==> src/rtl/vtab_base_pkg.sv <==
package vtab_base_pkg;

  typedef enum logic [2:0] {
    RD_NONE,
    RD_KEY,
    RD_LO,
    RD_HI,
    RD_MIRLO,
    RD_MIRHI
  } rdSel_e;

  typedef struct packed {
    logic   loadKey;
    logic   loadMid;
    logic   loadHigh;
    logic   readGo;
    rdSel_e readSel;
  } ctrlStrb_t;

endpackage

==> src/rtl/vtab_base_ctrl.sv <==
module vtab_base_ctrl
  import vtab_base_pkg::*;
#(
  parameter int          ADDR_W    = 24,
  parameter logic [23:0] KEY_ADDR  = 24'h005324,
  parameter logic [23:0] LO_ADDR   = 24'h005328,
  parameter logic [23:0] HI_ADDR   = 24'h00532a,
  parameter logic [23:0] MIR_ADDR  = 24'hffff80
) (
  input  logic [ADDR_W-1:0] busAddr,
  input  logic              wrEn,
  input  logic              rdEn,
  input  logic              keyOpen,
  output ctrlStrb_t         strb
);

  localparam logic [ADDR_W-1:0] MIR_HI_ADDR = ADDR_W'(MIR_ADDR + 24'd2);

  logic hitKey, hitLo, hitHi, hitMirLo, hitMirHi;

  always_comb begin
    hitKey   = (busAddr == ADDR_W'(KEY_ADDR));
    hitLo    = (busAddr == ADDR_W'(LO_ADDR));
    hitHi    = (busAddr == ADDR_W'(HI_ADDR));
    hitMirLo = (busAddr == ADDR_W'(MIR_ADDR));
    hitMirHi = (busAddr == MIR_HI_ADDR);
  end

  always_comb begin
    strb          = '0;
    strb.loadKey  = wrEn && hitKey;
    strb.loadMid  = wrEn && hitLo && keyOpen;
    strb.loadHigh = wrEn && hitHi && keyOpen;
    strb.readGo   = rdEn;
    if (!rdEn)         strb.readSel = RD_NONE;
    else if (hitKey)   strb.readSel = RD_KEY;
    else if (hitLo)    strb.readSel = RD_LO;
    else if (hitHi)    strb.readSel = RD_HI;
    else if (hitMirLo) strb.readSel = RD_MIRLO;
    else if (hitMirHi) strb.readSel = RD_MIRHI;
    else               strb.readSel = RD_NONE;
  end

endmodule

==> src/rtl/vtab_base_dpath.sv <==
module vtab_base_dpath
  import vtab_base_pkg::*;
#(
  parameter int          DATA_W    = 16,
  parameter logic [15:0] KEY_VALUE = 16'h0096,
  parameter logic [7:0]  MID_RESET = 8'h80,
  parameter logic [7:0]  HI_RESET  = 8'h00
) (
  input  logic              clk,
  input  logic              rstN,
  input  ctrlStrb_t         strb,
  input  logic [DATA_W-1:0] wrData,
  output logic              keyOpen,
  output logic [DATA_W-1:0] rdData,
  output logic [23:0]       vecBase
);

  localparam int BYTE_W = 8;
  localparam int PAD_W  = DATA_W - BYTE_W;

  logic [DATA_W-1:0] keyReg;
  logic [BYTE_W-1:0] midByte;
  logic [BYTE_W-1:0] highByte;
  logic [DATA_W-1:0] loWord;
  logic [DATA_W-1:0] hiWord;
  logic [DATA_W-1:0] readMux;

  always_ff @(posedge clk) begin
    if (!rstN) begin
      keyReg   <= '0;
      midByte  <= MID_RESET;
      highByte <= HI_RESET;
    end else begin
      if (strb.loadKey)  keyReg   <= wrData;
      if (strb.loadMid)  midByte  <= wrData[DATA_W-1:PAD_W];
      if (strb.loadHigh) highByte <= wrData[BYTE_W-1:0];
    end
  end

  assign keyOpen = (keyReg == DATA_W'(KEY_VALUE));
  assign loWord  = {midByte, {BYTE_W{1'b0}}};
  assign hiWord  = {{PAD_W{1'b0}}, highByte};
  assign vecBase = {highByte, midByte, {BYTE_W{1'b0}}};

  always_comb begin
    unique case (strb.readSel)
      RD_KEY:   readMux = keyReg;
      RD_LO:    readMux = loWord;
      RD_HI:    readMux = hiWord;
      RD_MIRLO: readMux = loWord;
      RD_MIRHI: readMux = hiWord;
      default:  readMux = '0;
    endcase
  end

  always_ff @(posedge clk) begin
    if (!rstN)            rdData <= '0;
    else if (strb.readGo) rdData <= readMux;
    else                  rdData <= '0;
  end

endmodule

==> src/rtl/vtab_base_guard.sv <==
module vtab_base_guard
  import vtab_base_pkg::*;
#(
  parameter int          ADDR_W    = 24,
  parameter int          DATA_W    = 16,
  parameter logic [15:0] KEY_VALUE = 16'h0096,
  parameter logic [23:0] KEY_ADDR  = 24'h005324,
  parameter logic [23:0] LO_ADDR   = 24'h005328,
  parameter logic [23:0] HI_ADDR   = 24'h00532a,
  parameter logic [23:0] MIR_ADDR  = 24'hffff80
) (
  input  logic              clk,
  input  logic              rstN,
  input  logic [ADDR_W-1:0] busAddr,
  input  logic              wrEn,
  input  logic [DATA_W-1:0] wrData,
  input  logic              rdEn,
  output logic [DATA_W-1:0] rdData,
  output logic [23:0]       vecBase
);

  ctrlStrb_t strb;
  logic      keyOpen;

  vtab_base_ctrl #(
    .ADDR_W(ADDR_W), .KEY_ADDR(KEY_ADDR), .LO_ADDR(LO_ADDR),
    .HI_ADDR(HI_ADDR), .MIR_ADDR(MIR_ADDR)
  ) u_ctrl (
    .busAddr(busAddr), .wrEn(wrEn), .rdEn(rdEn),
    .keyOpen(keyOpen), .strb(strb)
  );

  vtab_base_dpath #(
    .DATA_W(DATA_W), .KEY_VALUE(KEY_VALUE)
  ) u_dpath (
    .clk(clk), .rstN(rstN), .strb(strb), .wrData(wrData),
    .keyOpen(keyOpen), .rdData(rdData), .vecBase(vecBase)
  );

endmodule

==> config.mk <==
export PLATFORM = sky130hd
export DESIGN_NAME = vtab_base_guard
export DESIGN_NICKNAME = d
export VERILOG_FILES = /design/src/rtl/vtab_base_pkg.sv /design/src/rtl/vtab_base_ctrl.sv /design/src/rtl/vtab_base_dpath.sv /design/src/rtl/vtab_base_guard.sv
export SDC_FILE = /design/constraint.sdc
export NUM_CORES = 1
export LEC_CHECK = 0
export ABC_CLOCK_PERIOD_IN_PS = 2200
export CORE_AREA = 2 2 82 84
export CTS_CLUSTER_DIAMETER = 30
export DETAILED_ROUTE_END_ITERATION = 7
export DIE_AREA = 0 0 84 86
export SYNTH_ARGS = -nofsm -noshare
export SYNTH_HDL_FRONTEND = slang
export SYNTH_SLANG_ARGS = --single-unit
==> constraint.sdc <==
create_clock -name clk -period 2.2 [get_ports clk]
set_input_delay 0.44 -clock clk [delete_from_list [all_inputs] [get_ports clk]]
set_output_delay 0.44 -clock clk [all_outputs]
set_load 0.01 [all_outputs]
==> results of run 1 <==
[power by group through the flow]
| stage | registers [mW] | logic (mW) | clock network, mW |
|---|---|---|---|
| 6_report | 0.868 | 0.151 | 0.613 |
| 5_1_grt | 0.868 | 0.164 | 0.671 |
| 4_1_cts | 0.868 | 0.152 | 0.631 |
| 3_5_place_dp | 0.888 | 0.151 | 0 |
| 3_3_place_gp | 0.888 | 0.151 | 0 |
| 2_1_floorplan | 0.888 | 0.0568 | 0 |
[logic make-up after synthesis]
logic type	share of synthesized area (%)
compound gates	7.872
buf+inv	6.064
flops	44.78
mux	14.93
other cells	0.1748
simple gates	26.18
[sequential cells by signal, summed over array words and instances, names as in the netlist]
signal	flops
u_dpath.rdData	16
u_dpath.highByte	8
u_dpath.keyReg	16
u_dpath.midByte	8
[layout by cell type, fill, tap and decap left out, types with 2 or more instances in the layout]
cell              n
nor4_4            4
nor4b_4           2
conb_1            8
clkbuf_8          5
nand4_1           6
clkdlybuf4s50_1  75
nor2_1            3
or3_1             2
nor2b_1          10
buf_4            17
nand2_1          48
dfxtp_1          48
a32o_1           16
buf_12            2
mux2i_1          32
[routing by layer]
layer  share of wire [%]  track usage (%)  wire length [um]  vias up
met3                 4.7            3.850               251        2
met4                0.55            4.399                29        0
met5                   0                0                 0        -
met1                  46            19.74              2425      805
li1                    -                -                 -      900
met2                  49            25.96              2598       49
[path summary, 6_finish.rpt]
| path | to | slack [ps] | depth (start not counted) |
|---|---|---|---|
| worst min-delay path | u_dpath.midByte[3] | 470 | 2 |
| worst max register to register | u_dpath.highByte[5] | 450 | 6 |
| worst min register to register | u_dpath.midByte[3] | 470 | 2 |
| worst max-delay path | u_dpath.highByte[5] | 180 | 7 |
[worst max-delay path: stages]
cell             delay, ps
clkdlybuf4s50_1        460
nor4b_4                320
buf_4                  160
nand4_4                130
nor4_4                 360
buf_12                 180
mux2i_1                180
[per-stage QoR]
step	cells	util, %	setup TNS, ps
6_report	373	50.47	0
5_1_grt	373	50.47	0
4_1_cts	373	50.47	0
3_5_place_dp	365	48.75	-4337
3_3_place_gp	365	48.75	-3541
2_1_floorplan	215	-	0
[final cells by class]
cell class	count	area, um2	share of cell area (%)
well taps	77	96.34	3.041
flip-flops and latches	48	960.9	30.33
multi-input cells	145	1081	34.12
inverters	1	3.754	0.1185
clock buffers	6	72.57	2.291
repair buffers	94	918.4	28.99
clock inverters	2	35.03	1.106
==> impl_metrics.tcl, run 1 <==
set metrics [dict create \
    status "complete, no violations" \
    synth.avg_cell_area_um2 10.32 \
    n_fill_cell 587 \
    antenna_found_initial 0 \
    ys_warn_count 0 \
    p_sw_mw 0.3394 \
    grt_usage_pct 15.43 \
    clkSinkCount 48 \
    diodes 0 \
    post_drt_wl_per_cell_um 14.22 \
    synth_area_leaders "dfxtp_1 (45%), mux2i_1 (15%), nand2_1 (8.4%), a32o_1 (7.5%), nor4_4 (4.0%)" \
    skew_ps 5.838 \
    fin_area_mm2 0.003168 \
    place_ws_ps -139.6 \
    root_buffer "clkbuf_8" \
    start_util_pct 34.18 \
    start_kind "input pin" \
    core_mm2 0.006277 \
    synth_edf_count 0 \
    grt_pass1_vias 1764 \
    hold_path.class "reg -> reg" \
    dieArea_mm2 0.007224 \
    die_y_um 86 \
    min_from "u_dpath.midByte[3]" \
    yosysTopAreaCell "dfxtp_1" \
    drc 0 \
    netlist.area_leader.share_pct 44.78 \
    postCtsSetupBuffers 0 \
    clk_latency_ps 290 \
    cts_tree "done" \
    syn_inst 208 \
    power_mw 1.632 \
    clk_pin_slew_ps 90 \
    grt_setup_unrepaired "no" \
    rr_startpoint "u_dpath.keyReg[9]" \
    finalSetupViolations 0 \
    finalMaxSlewViolations 0 \
    power_frac_clock_pct 37.6 \
    viasPerCell 4.708 \
    crit_start "busAddr[11]" \
    area_growth_pct 47.64 \
    num_io_pins 84 \
    via_count 1756 \
    grt-ovfl-total 0 \
    cts_resized 0 \
    drtAntennaViolNets 0 \
    async_reset_ff_share_pct 0 \
    switching_share_pct 20.80 \
    dr.pass1.iters 4 \
    critical_path_class "in -> reg" \
    finalCritPeriodShare_pct 91.95 \
    cts_max_level 2 \
    syn-cell-area_mm2 0.002146 \
    rows 29 \
    drt_iter0_drc 64 \
    power_leakage_nw 1.214 \
    post_dp_cell_area_mm2 0.003060 \
    final_nets 339 \
    synth_common_cells "dfxtp_1 (48), nand2_1 (48), mux2i_1 (32)" \
    clock_path_buffers 2 \
    io_buffers 75 \
    peakVddDrop_mv 0.5124 \
    place.detailed.hpwl_mm 4.051 \
    totalWireLength_mm 5.304 \
    cts_hold_buf 0 \
    synth.ff_latch_count 48 \
    die_w_um 84 \
    yosysSeqAreaShare_pct 44.78 \
    endpoint_kind "flip-flop" \
    internal-power_mw 1.293 \
    combPwrFrac_pct 9.3 \
    synthFlopType "dfxtp_1" \
    critPathMaxFanout 8 \
    post-route-min-period_ps 2023 \
    numCtsBuffers 5 \
    cap_viol_max_count 0 \
    max_freq_mhz 494.3 \
    critPathRequiredTime_ps 2430 \
    seq_power_share_pct 53.2 \
    gp_congestion 0.8002 \
    layout_setup_ws_ps 177.1 \
    powerDensity_mw_per_mm2 515.1 \
    grt_pass1_wl_mm 8.873 \
    cp_data_arrival_time_ps 2250 \
    synth_cell_types 31 \
    fin_hold_ws_ps 469.6 \
    drive_above_1_share_pct 12.50 \
    hold_violations 0 \
    grt_max_degree 33 \
]
Note: power is estimated with default switching activity, not from simulation.
==> inputs of run 2 (changes only) <==
CORE_AREA = 2 2 81 83   (was 2 2 82 84)
DIE_AREA = 0 0 83 85   (was 0 0 84 86)
GPL_TIMING_DRIVEN = 0   (was default)
MAX_ROUTING_LAYER = met4   (was default)
PLACE_DENSITY = 0.65   (was default)
SYNTH_HIERARCHICAL = 1   (was default)
==> impl_metrics.tcl, run 2 <==
set metrics [dict create \
    synth.ff_latch_count 48 \
    max-slew-margin-rel_pct 64.22 \
    io_buffers 75 \
    final_cell_mix "clkdlybuf4s50_1 (57), dfxtp_1 (48), nor2b_1 (32), mux2i_1 (32), nor2_1 (18)" \
    power_leakage_nw 1.149 \
    place.detailed.hpwl_mm 4.006 \
    drtAntennaViolNets 0 \
    syn-cell-area_mm2 0.002078 \
    dieArea_mm2 0.007055 \
    cp_cell_sequence "clkdlybuf4s50_1 > nor4b_4 > and4_4 > nand2_4 > nor2_4 > xor2_4 > buf_6 > a32oi_1 > nor2_1" \
    yosysSeqAreaShare_pct 46.24 \
    synth_area_leaders "dfxtp_1 (46%), mux2i_1 (15%), nor2b_1 (9.6%), nor2_1 (3.8%), a32oi_1 (3.4%)" \
    rr_startpoint "u_dpath/keyReg[2]" \
    start_kind "input pin" \
    gp_congestion 0.8234 \
    async_reset_ff_share_pct 0 \
    cp_data_arrival_time_ps 2370 \
    root_buffer "clkbuf_8" \
    powerDensity_mw_per_mm2 499.0 \
    crit_path_max_incr_delay_ps 460 \
    dr.pass1.iters 6 \
    critical_path_class "in -> reg" \
    totalWireLength_mm 5.799 \
    path_delay_family "simple AND/OR/NAND/NOR gates" \
    setup_tns_ps 0 \
    clkSinkCount 48 \
    drive_above_1_share_pct 16.56 \
    die_y_um 85 \
    syn_inst 205 \
    synth_common_cells "dfxtp_1 (48), mux2i_1 (32), nor2b_1 (32)" \
    grt_max_degree 17 \
    numCtsBuffers 5 \
    cp_num_buf_inv 2 \
    worstRegToRegCells 7 \
    cp.depth 9 \
    die_w_um 83 \
    via_count 1843 \
    synth_edf_count 0 \
    hold_path.class "reg -> reg" \
    grt_pass1_wl_mm 9.556 \
    grt_usage_pct 17.34 \
    max_freq_mhz 469.1 \
    skew_ps 8.945 \
    cts_max_level 2 \
    top_regs "u_dpath/keyReg: 16 flops, u_dpath/rdData: 16 flops" \
    cts_hold_buf 0 \
    synth_cell_types 30 \
    drc 0 \
    post_drt_wl_per_cell_um 15.06 \
    hold_violations 0 \
    status "complete, no violations" \
    critPathRequiredTime_ps 2430 \
    drt_iter0_drc 61 \
    clk_pin_slew_ps 90 \
    start_util_pct 33.49 \
    rr_endpoint "u_dpath/midByte[7]" \
    grt-ovfl-total 0 \
    synthFlopType "dfxtp_1" \
    final_nets 351 \
    endpoint_kind "flip-flop" \
    slowest_stage "clkdlybuf4s50_1" \
    synth.avg_cell_area_um2 10.14 \
    power_mw 1.654 \
    cts_tree "done" \
    rows 29 \
    finalCritPeriodShare_pct 96.89 \
    critPathMaxFanout 5 \
    reg2reg_slack_ps 290 \
    core_mm2 0.006205 \
    layout_setup_ws_ps 68.36 \
    final_common_cell "clkdlybuf4s50_1" \
    yosysTopAreaCell "dfxtp_1" \
    cap_viol_max_count 0 \
    synthMostInstantiatedCell "dfxtp_1" \
    tightest_slew_ps 536.7 \
    clock_path_buffers 2 \
    num_io_pins 84 \
    ys_warn_count 6 \
    grt_pass1_vias 1915 \
    area_growth_pct 59.54 \
    post-route-min-period_ps 2132 \
    clk_latency_ps 300 \
    peakVddDrop_mv 0.3780 \
    crit_path_end "u_dpath/rdData[11]" \
    hold_depth 2 \
    finalMaxSlewViolations 0 \
    diodes 0 \
    crit_start "busAddr[14]" \
    viasPerCell 4.787 \
    fin_hold_ws_ps 531.4 \
    netlist.area_leader.share_pct 46.24 \
    place_ws_ps -804.1 \
    finalSetupViolations 0 \
    antenna_found_initial 0 \
]
-- run 2: cell families (layout without fill, tap and decap cells) --
logic type | count (synthesis) | in the layout | synth area share [%]
buffers and inverters | 19 | 115 | 5.659
other | 1 | 8 | 0.1804
AND/OR/NAND/NOR | 87 | 87 | 24.74
AO/OA/AOI/OAI | 17 | 17 | 6.984
multiplexers | 32 | 32 | 15.41
flip-flops | 48 | 48 | 46.24
XOR/XNOR | 1 | 1 | 0.7829
-- run 2: repair_timing --
item | 4_1_cts | 5_1_grt
gates resized for setup | 33 | 15
gates cloned | 1 | 0
setup endpoints to repair | 48 | 42
setup buffers | 12 | 0
pin swaps | 13 | 12
-- run 2: power breakdown --
| group | internal, mW | total [mW] | switching [mW] |
|---|---|---|---|
| Combinational | 0.0856 | 0.138 | 0.0522 |
| Sequential | 0.868 | 0.868 | 0.00000000942 |
| Clock | 0.343 | 0.649 | 0.306 |
| Total | 1.30 | 1.65 | 0.358 |
-- run 2: final cells by class --
class / count / area, um2
fillers: 553 / 2889
repair buffers: 88 / 874.6
inverters: 2 / 7.507
well taps: 77 / 96.34
multi-input cells: 145 / 1140
plain buffers: 17 / 121.4
clock inverters: 3 / 46.29
flip-flops and latches: 48 / 960.9
clock buffers: 5 / 68.82
-- run 2: metal layers --
layer | part of all wire, % | GRT usage, % | up-vias
met5 | 0 | - | -
met4 | 1.3 | 5.812 | 0
met3 | 5.7 | 3.696 | 4
met2 | 49 | 28.67 | 72
met1 | 44 | 21.16 | 849
li1 | - | - | 918
-- run 2: worst min path at each step --
stage | from | to | slack [ps]
floorplan | u_dpath/keyReg[8] | u_dpath/rdData[8] | 480
global placement | u_dpath/midByte[7] | u_dpath/midByte[7] | 500
detailed placement | u_dpath/midByte[7] | u_dpath/midByte[7] | 510
CTS | u_dpath/midByte[7] | u_dpath/midByte[7] | 530
global route | u_dpath/midByte[7] | u_dpath/midByte[7] | 560
finish | u_dpath/midByte[7] | u_dpath/midByte[7] | 530
-- run 2: through the flow --
step	instances	util (%)	area [um2]
floorplan	212	-	2105
CTS	385	52.71	3271
global placement	364	47.57	2952
detailed placement	364	47.57	2952
finish	385	53.44	3316
global route	385	53.44	3316
-- run 2: worst reg2reg max path, cell delays in order (launching register included) --
cell,delay [ps]
dfxtp_1,370
nor4bb_1,350
and4_1,250
nand3_1,100
nor3_1,130
buf_2,310
mux2i_1,230
nand2_1,60
